`src/rtl/bwa_pkg.sv`:
```
package bwa_pkg;

  localparam int unsigned BYTE_W_DEF = 8;
  localparam int unsigned LANES_DEF  = 4;

  // Bit position of the least significant bit of byte lane `lane`, where
  // lane 0 is the most significant byte of the word.
  function automatic int unsigned lane_lsb(input int unsigned lane,
                                           input int unsigned lanes,
                                           input int unsigned bw);
    return (lanes - 1 - lane) * bw;
  endfunction

endpackage

```
`src/rtl/bwa_packer.sv`:
```
module bwa_packer #(
  parameter int unsigned BYTE_W = bwa_pkg::BYTE_W_DEF,
  parameter int unsigned LANES  = bwa_pkg::LANES_DEF
) (
  input  logic                      clk,
  input  logic                      rst_n,
  input  logic                      start,
  input  logic                      in_valid,
  input  logic [BYTE_W-1:0]         in_data,
  output logic                      in_ready,
  input  logic                      flush_req,
  output logic                      flush_busy,
  output logic                      push,
  output logic [BYTE_W*LANES-1:0]   wdata,
  input  logic                      full
);

  localparam int unsigned WORD_W = BYTE_W * LANES;
  localparam int unsigned HOLD   = LANES - 1;
  localparam int unsigned CW     = $clog2(LANES);

  logic [BYTE_W-1:0] hold_q [HOLD];
  logic [CW-1:0]     cnt_q, cnt_d;
  logic              pend_q, pend_d;
  logic              last_slot, acc, word_push, flush_push, flush_done;
  logic [HOLD-1:0]   slot_we;

  assign last_slot  = (cnt_q == CW'(HOLD));
  assign in_ready   = !pend_q && !start && (!last_slot || !full);
  assign acc        = in_valid && in_ready;
  assign word_push  = acc && last_slot;
  assign flush_push = pend_q && !start && (cnt_q != '0) && !full;
  assign flush_done = pend_q && ((cnt_q == '0) || !full);
  assign push       = word_push || flush_push;
  assign flush_busy = pend_q;

  // Word assembly: held lanes below the count, the incoming byte in the
  // last lane on a full word, zeros elsewhere.
  generate
    for (genvar i = 0; i < HOLD; i++) begin : g_lane
      assign wdata[bwa_pkg::lane_lsb(i, LANES, BYTE_W) +: BYTE_W] =
        (CW'(i) < cnt_q) ? hold_q[i] : '0;
      assign slot_we[i] = acc && !last_slot && (cnt_q == CW'(i));
    end
  endgenerate
  assign wdata[BYTE_W-1:0] = word_push ? in_data : '0;

  always_comb begin
    cnt_d  = cnt_q;
    pend_d = (pend_q && !flush_done) || flush_req;
    if (start) begin
      cnt_d  = '0;
      pend_d = 1'b0;
    end else if (word_push || flush_done) begin
      cnt_d = '0;
    end else if (acc) begin
      cnt_d = cnt_q + 1'b1;
    end
  end

  always_ff @(posedge clk or negedge rst_n) begin
    if (!rst_n) begin
      cnt_q  <= '0;
      pend_q <= 1'b0;
    end else begin
      cnt_q  <= cnt_d;
      pend_q <= pend_d;
    end
  end

  always_ff @(posedge clk or negedge rst_n) begin
    if (!rst_n) begin
      for (int i = 0; i < HOLD; i++) hold_q[i] <= '0;
    end else begin
      for (int i = 0; i < HOLD; i++)
        if (slot_we[i]) hold_q[i] <= in_data;
    end
  end


  no_push_full_chk: assert property (@(posedge clk) disable iff (!rst_n)
    push |-> !full);


  flush_push_chk: assert property (@(posedge clk) disable iff (!rst_n)
    (push && !(in_valid && in_ready)) |-> flush_busy);


  start_cancel_chk: assert property (@(posedge clk) disable iff (!rst_n)
    start |=> !flush_busy);

endmodule

```
`src/rtl/bwa_unpacker.sv`:
```
module bwa_unpacker #(
  parameter int unsigned BYTE_W = bwa_pkg::BYTE_W_DEF,
  parameter int unsigned LANES  = bwa_pkg::LANES_DEF
) (
  input  logic                      clk,
  input  logic                      rst_n,
  input  logic                      start,
  output logic                      out_valid,
  output logic [BYTE_W-1:0]         out_data,
  input  logic                      out_ready,
  output logic                      pop,
  input  logic [BYTE_W*LANES-1:0]   rdata,
  input  logic                      empty
);

  localparam int unsigned HOLD = LANES - 1;
  localparam int unsigned CW   = $clog2(LANES);

  logic [BYTE_W-1:0] hold_q [HOLD];
  logic [BYTE_W-1:0] hold_d [HOLD];
  logic [CW-1:0]     cnt_q, cnt_d;
  logic              held, take, shift;

  assign held      = (cnt_q != '0);
  assign out_valid = !start && (held || !empty);
  assign out_data  = held ? hold_q[0]
                          : rdata[bwa_pkg::lane_lsb(0, LANES, BYTE_W) +: BYTE_W];
  assign take      = out_valid && out_ready;
  assign pop       = take && !held;
  assign shift     = take && held;

  // Refill from lanes 1.. of the popped word, or shift toward slot 0.
  generate
    for (genvar i = 0; i < HOLD; i++) begin : g_slot
      if (i < HOLD - 1) begin : g_mid
        assign hold_d[i] = pop   ? rdata[bwa_pkg::lane_lsb(i + 1, LANES, BYTE_W) +: BYTE_W]
                         : shift ? hold_q[i + 1] : hold_q[i];
      end else begin : g_end
        assign hold_d[i] = pop ? rdata[bwa_pkg::lane_lsb(i + 1, LANES, BYTE_W) +: BYTE_W]
                               : hold_q[i];
      end
    end
  endgenerate

  always_comb begin
    cnt_d = cnt_q;
    if (start)      cnt_d = '0;
    else if (pop)   cnt_d = CW'(HOLD);
    else if (shift) cnt_d = cnt_q - 1'b1;
  end

  always_ff @(posedge clk or negedge rst_n) begin
    if (!rst_n) begin
      cnt_q <= '0;
      for (int i = 0; i < HOLD; i++) hold_q[i] <= '0;
    end else begin
      cnt_q <= cnt_d;
      if (pop || shift)
        for (int i = 0; i < HOLD; i++) hold_q[i] <= hold_d[i];
    end
  end


  no_pop_empty_chk: assert property (@(posedge clk) disable iff (!rst_n)
    pop |-> !empty);


  pop_demand_chk: assert property (@(posedge clk) disable iff (!rst_n)
    pop |-> (out_valid && out_ready));


  pop_refill_chk: assert property (@(posedge clk) disable iff (!rst_n)
    pop |=> (start || out_valid));

endmodule

```
`src/rtl/byte_word_adapter.sv`:
```
module byte_word_adapter #(
  parameter int unsigned BYTE_W = bwa_pkg::BYTE_W_DEF,
  parameter int unsigned LANES  = bwa_pkg::LANES_DEF
) (
  input  logic                    clk,
  input  logic                    rst_n,
  input  logic                    xfer_start,
  input  logic                    wr_valid,
  input  logic [BYTE_W-1:0]       wr_data,
  output logic                    wr_ready,
  input  logic                    flush_req,
  output logic                    flush_busy,
  output logic                    fifo_push,
  output logic [BYTE_W*LANES-1:0] fifo_wdata,
  input  logic                    fifo_full,
  output logic                    rd_valid,
  output logic [BYTE_W-1:0]       rd_data,
  input  logic                    rd_ready,
  output logic                    fifo_pop,
  input  logic [BYTE_W*LANES-1:0] fifo_rdata,
  input  logic                    fifo_empty
);

  bwa_packer #(.BYTE_W(BYTE_W), .LANES(LANES)) u_pack (
    .clk        (clk),
    .rst_n      (rst_n),
    .start      (xfer_start),
    .in_valid   (wr_valid),
    .in_data    (wr_data),
    .in_ready   (wr_ready),
    .flush_req  (flush_req),
    .flush_busy (flush_busy),
    .push       (fifo_push),
    .wdata      (fifo_wdata),
    .full       (fifo_full)
  );

  bwa_unpacker #(.BYTE_W(BYTE_W), .LANES(LANES)) u_unpack (
    .clk       (clk),
    .rst_n     (rst_n),
    .start     (xfer_start),
    .out_valid (rd_valid),
    .out_data  (rd_data),
    .out_ready (rd_ready),
    .pop       (fifo_pop),
    .rdata     (fifo_rdata),
    .empty     (fifo_empty)
  );

endmodule

```
`config.mk`:
```
export PLATFORM = sky130hd
export DESIGN_NAME = byte_word_adapter
export DESIGN_NICKNAME = d
export VERILOG_FILES = /design/src/rtl/bwa_pkg.sv /design/src/rtl/bwa_packer.sv /design/src/rtl/bwa_unpacker.sv /design/src/rtl/byte_word_adapter.sv
export SDC_FILE = /design/constraint.sdc
export NUM_CORES = 1
export LEC_CHECK = 0
export BUFFER_PORTS_ARGS = -buffer_cell sky130_fd_sc_hd__buf_2
export CORE_ASPECT_RATIO = 1.25
export CORE_MARGIN = 5
export CORE_UTILIZATION = 35
export CTS_CLUSTER_DIAMETER = 200
export DETAILED_ROUTE_END_ITERATION = 12
export SETUP_SLACK_MARGIN = 0.1
export SLEW_MARGIN = 20
export SYNTH_ARGS = -nofsm -noshare
export SYNTH_HDL_FRONTEND = slang
export SYNTH_SLANG_ARGS = --single-unit
```
`constraint.sdc`:
```
create_clock -name clk -period 2.9 [get_ports clk]
set_input_delay 0.58 -clock clk [delete_from_list [all_inputs] [get_ports clk]]
set_output_delay 0.58 -clock clk [all_outputs]
set_load 0.01 [all_outputs]
```
==> results list <==
- In this run, CTS created clock tree buffers numbering 5.
- Largest cells by area after synthesis: dfrtp_1 (49%), mux2_2 (29%), and2_1 (5.6%)
- The first global-routing pass estimated 9.177 mm of wire.
* Slowest Stage Delay on Critical Path: 570 ps
* Drt via density: 4.762
- At the end of routability-driven placement, the weighted congestion stood at 0.7384.
- Row count: 35
- Total count of max-transition violations in the final report: 0
* Leading register cell type out of synthesis: dfrtp_1
- Summed instance area of the synthesized netlist: 2684 um^2
* Launching element type of the critical path: flop
- CTS built an H-tree with a depth of 2.
* Synthesis Warnings: 0
* Insertion delay of the later-clocked pin in the worst-skew pair: 300 ps
* Syn nets: 256
* Number of max-cap violations: 0
- The number of gates resized after CTS was 0.
- The netlist uses 27 different library cells.
- Max clock buf depth: 2
* Power per standard cell area: 629.3 nW/um^2
* CTS tree: done
* Switching share of total power: 27.22%
- After technology mapping, the gate count stands at 203.
- After layout, the design draws a total of 0.002094 W.
- Slowest cell on the critical path: dfrtp_1
- Logic depth of the worst path, buffers included: 4
- The worst register-to-register path has a depth of 5.
* VDD IR-drop max: 0.2582 mV
* Net load switching power: 0.0005698 W
* Antenna violations before repair: 0
- Number of fill cells in the layout: 720
- After global routing the overflow that remains totals 0.
- Clock tree synthesis selected as its root buffer the cell clkbuf_8.
- X dimension of the die: 88.32 um
- Cell internal power was estimated by the tool at 0.001524 W.
- Per report_power, the clock group accounts for 19.0% of the total.
- Cell area after layout: 3327 um^2
- Worst endpoint required time: 2320 ps
* Critical setup path kind: flop to output pin
- For this configuration, the core starts out at a cell density of 36.05%.
- The first detailed-routing pass took 4 iterations.
* Syn avg cell area: 13.22 um^2
- Pin count of the biggest net entering global routing: 54
- Hold repair after CTS inserted 0 buffers.
- The post-route netlist has 59.73% of its cells at a drive strength greater than 1.
- Critical-path maximum fanout: 12
- Timing analysis after detailed placement gives a worst setup slack of 463.1 ps.
* Total met2 wirelength after detailed routing: 2.726 mm
* Initial drt markers: 50
- The routed design uses 594 um of met3 wire.
* Sum of routed wire segments on met1: 2.451 mm
- Share of synthesized flip-flops with an asynchronous set or reset: 100.0%
- Relative to the synthesized area, the layout overhead comes to 23.96%.
- Buffers inserted during post-CTS setup optimization: 0
- Walking the worst path, the cells encountered are ha_1 > nor4b_4 > and2_1 > buf_2.
- Final setup slack of the worst path: 416.6 ps
- Summed over all failing endpoints, the final setup total negative slack is 0 ps.
- Sequential power share: 52.3%
- Post-synth top area share: 49.42%
- Count of input and output buffers: 92
* Antenna Diode Count: 0
- The routed design could run at a clock period as short as 2483 ps.
* Number of global-route vias before repair: 1855
- Clock-pin slew was measured on the worst setup and hold paths at 90 ps.
- Highest routed metal layer: met4
- In this run, the combinational gates consume 28.6% of the power.
- The count of endpoints failing hold in the final timing report is 0.
- Detailed routing inserted a total of 1857 vias.
- Drt total wl: 5.828 mm
- The synthesized design spends more area on one cell type than any other, namely dfrtp_1.
- Floorplan die height: 107.9 um
- Number of synthesized register bits: 53
- Final period util: 85.63%
- DR WL/cell: 14.94 um
* Top-level I/O count: 93
- Die ar.: 9530 um^2
* Result of the run: complete, no violations
- WP data arrival: 1900 ps
* Remaining antenna violation count: 0
* Max-slew headroom: 54.92%
- On the final layout, the worst clock skew is 7.607 ps.
* Crit path capture type: output pin
* Core region area: 7445 um^2
* Worst hold path class: primary input to asynchronous set/reset pin
* Nets@finish: 350
* Total global-route track usage: 12.42%
- Summed over all cells, the static leakage comes to 1.668 nW.
- Area post-placement: 3247 um^2
* Max Clock Freq: 402.7 MHz
- Placed wire-length estimate after detailed placement: 4.260 mm
* Buffers and inverters on the worst path: 1
- After detailed routing, the number of remaining DRC violations is 0.
* Final setup violation count: 0
* Measured slew at the worst slew-check pin: 676.2 ps
* Family of cells with the greatest summed delay on the critical path: simple AND/OR/NAND/NOR gates
- Sequential cells were found to cover 49.42% of the synthesized design area.
* Setup repair after global routing missed its margin: no
* TritonCTS Sinks: 53
- Number of enable flip-flop cells after synthesis: 0
## placed cells by master (no fill, tap or decap), drive strengths merged, types with 2 or more instances in the layout
cell type  synthesis  final
a211oi             2      2
a41o               3      3
and2              24     24
buf                7     96
clkbuf             2      8
dfrtp             53     53
ha                 5      5
inv                7      7
mux2              72     72
nand2              4      4
nor2               3      3
nor2b              8      8
nor4b              3      3
## final timing paths
path,slack (ps),from,end
max,420,u_pack.cnt_q[1]$_DFFE_PN0P_,fifo_wdata[3]
min,400,rst_n,u_unpack.hold_q[1]$_DFFE_PN0P_
max reg2reg,800,u_pack.cnt_q[1]$_DFFE_PN0P_,u_pack.hold_q[8]$_DFFE_PN0P_
min reg2reg,500,u_pack.hold_q[9]$_DFFE_PN0P_,u_pack.hold_q[9]$_DFFE_PN0P_
max in group asynchronous,2060,rst_n,u_pack.hold_q[18]$_DFFE_PN0P_
min in group clk,500,u_pack.hold_q[9]$_DFFE_PN0P_,u_pack.hold_q[9]$_DFFE_PN0P_
## cell usage after synthesis (all sizes together) (2+ instances only)
| cell type | count |
|---|---|
| and2 | 24 |
| mux2 | 72 |
| ha | 5 |
| a211oi | 2 |
| a41o | 3 |
| buf | 7 |
| nor4b | 3 |
| clkbuf | 2 |
| inv | 7 |
| dfrtp | 53 |
| nand2 | 4 |
| nor2b | 8 |
| nor2 | 3 |
## sequential cells by signal (all words and copies together) (netlist names)
register,count
u_unpack.hold_q,24
u_unpack.cnt_q,2
u_pack.hold_q,24
u_pack.flush_busy,1
u_pack.cnt_q,2
## routing by layer
| layer | vias to the layer above | track usage (%) |
|---|---|---|
| met5 | - | 0 |
| met4 | 0 | 3.564 |
| met3 | 5 | 3.982 |
| met2 | 80 | 20.53 |
| met1 | 878 | 15.40 |
| li1 | 894 | - |
## power groups by stage
| stage | Sequential [W] | Clock (W) | Combinational, W |
|---|---|---|---|
| finish | 0.00110 | 0.000398 | 0.000600 |
| global route | 0.00113 | 0.000454 | 0.000664 |
| CTS | 0.00110 | 0.000420 | 0.000614 |
| detailed placement | 0.00111 | 0 | 0.000612 |
| global placement | 0.00110 | 0 | 0.000599 |
| floorplan | 0.00107 | 0 | 0.000456 |
## metrics by stage
step	hold WS (ps)	instances	utilization, %
floorplan	284.4	203	-
global placement	466.9	382	43.61
detailed placement	475.6	382	43.61
CTS	426.5	390	44.69
global route	448.8	390	44.69
finish	402.9	390	44.69
## layout make-up
cell class	instances	area (um^2)	share of cell area, %
Tap cell	92	115.1	3.460
Timing Repair Buffer	96	490.5	14.74
Inverter	7	26.28	0.7898
Multi-Input combinational cell	134	1289	38.74
Sequential cell	53	1326	39.86
Clock buffer	8	80.08	2.407
## cells by family after synthesis
kind of cell | Yosys count | synth area share, %
xor+xnor | 1 | 0.3264
fa+ha+maj | 5 | 2.331
compound gates | 10 | 2.890
simple gates | 46 | 12.03
flops | 53 | 49.42
buf+inv | 16 | 2.798
mux | 72 | 30.21
Note: power is estimated with default switching activity, not from simulation.
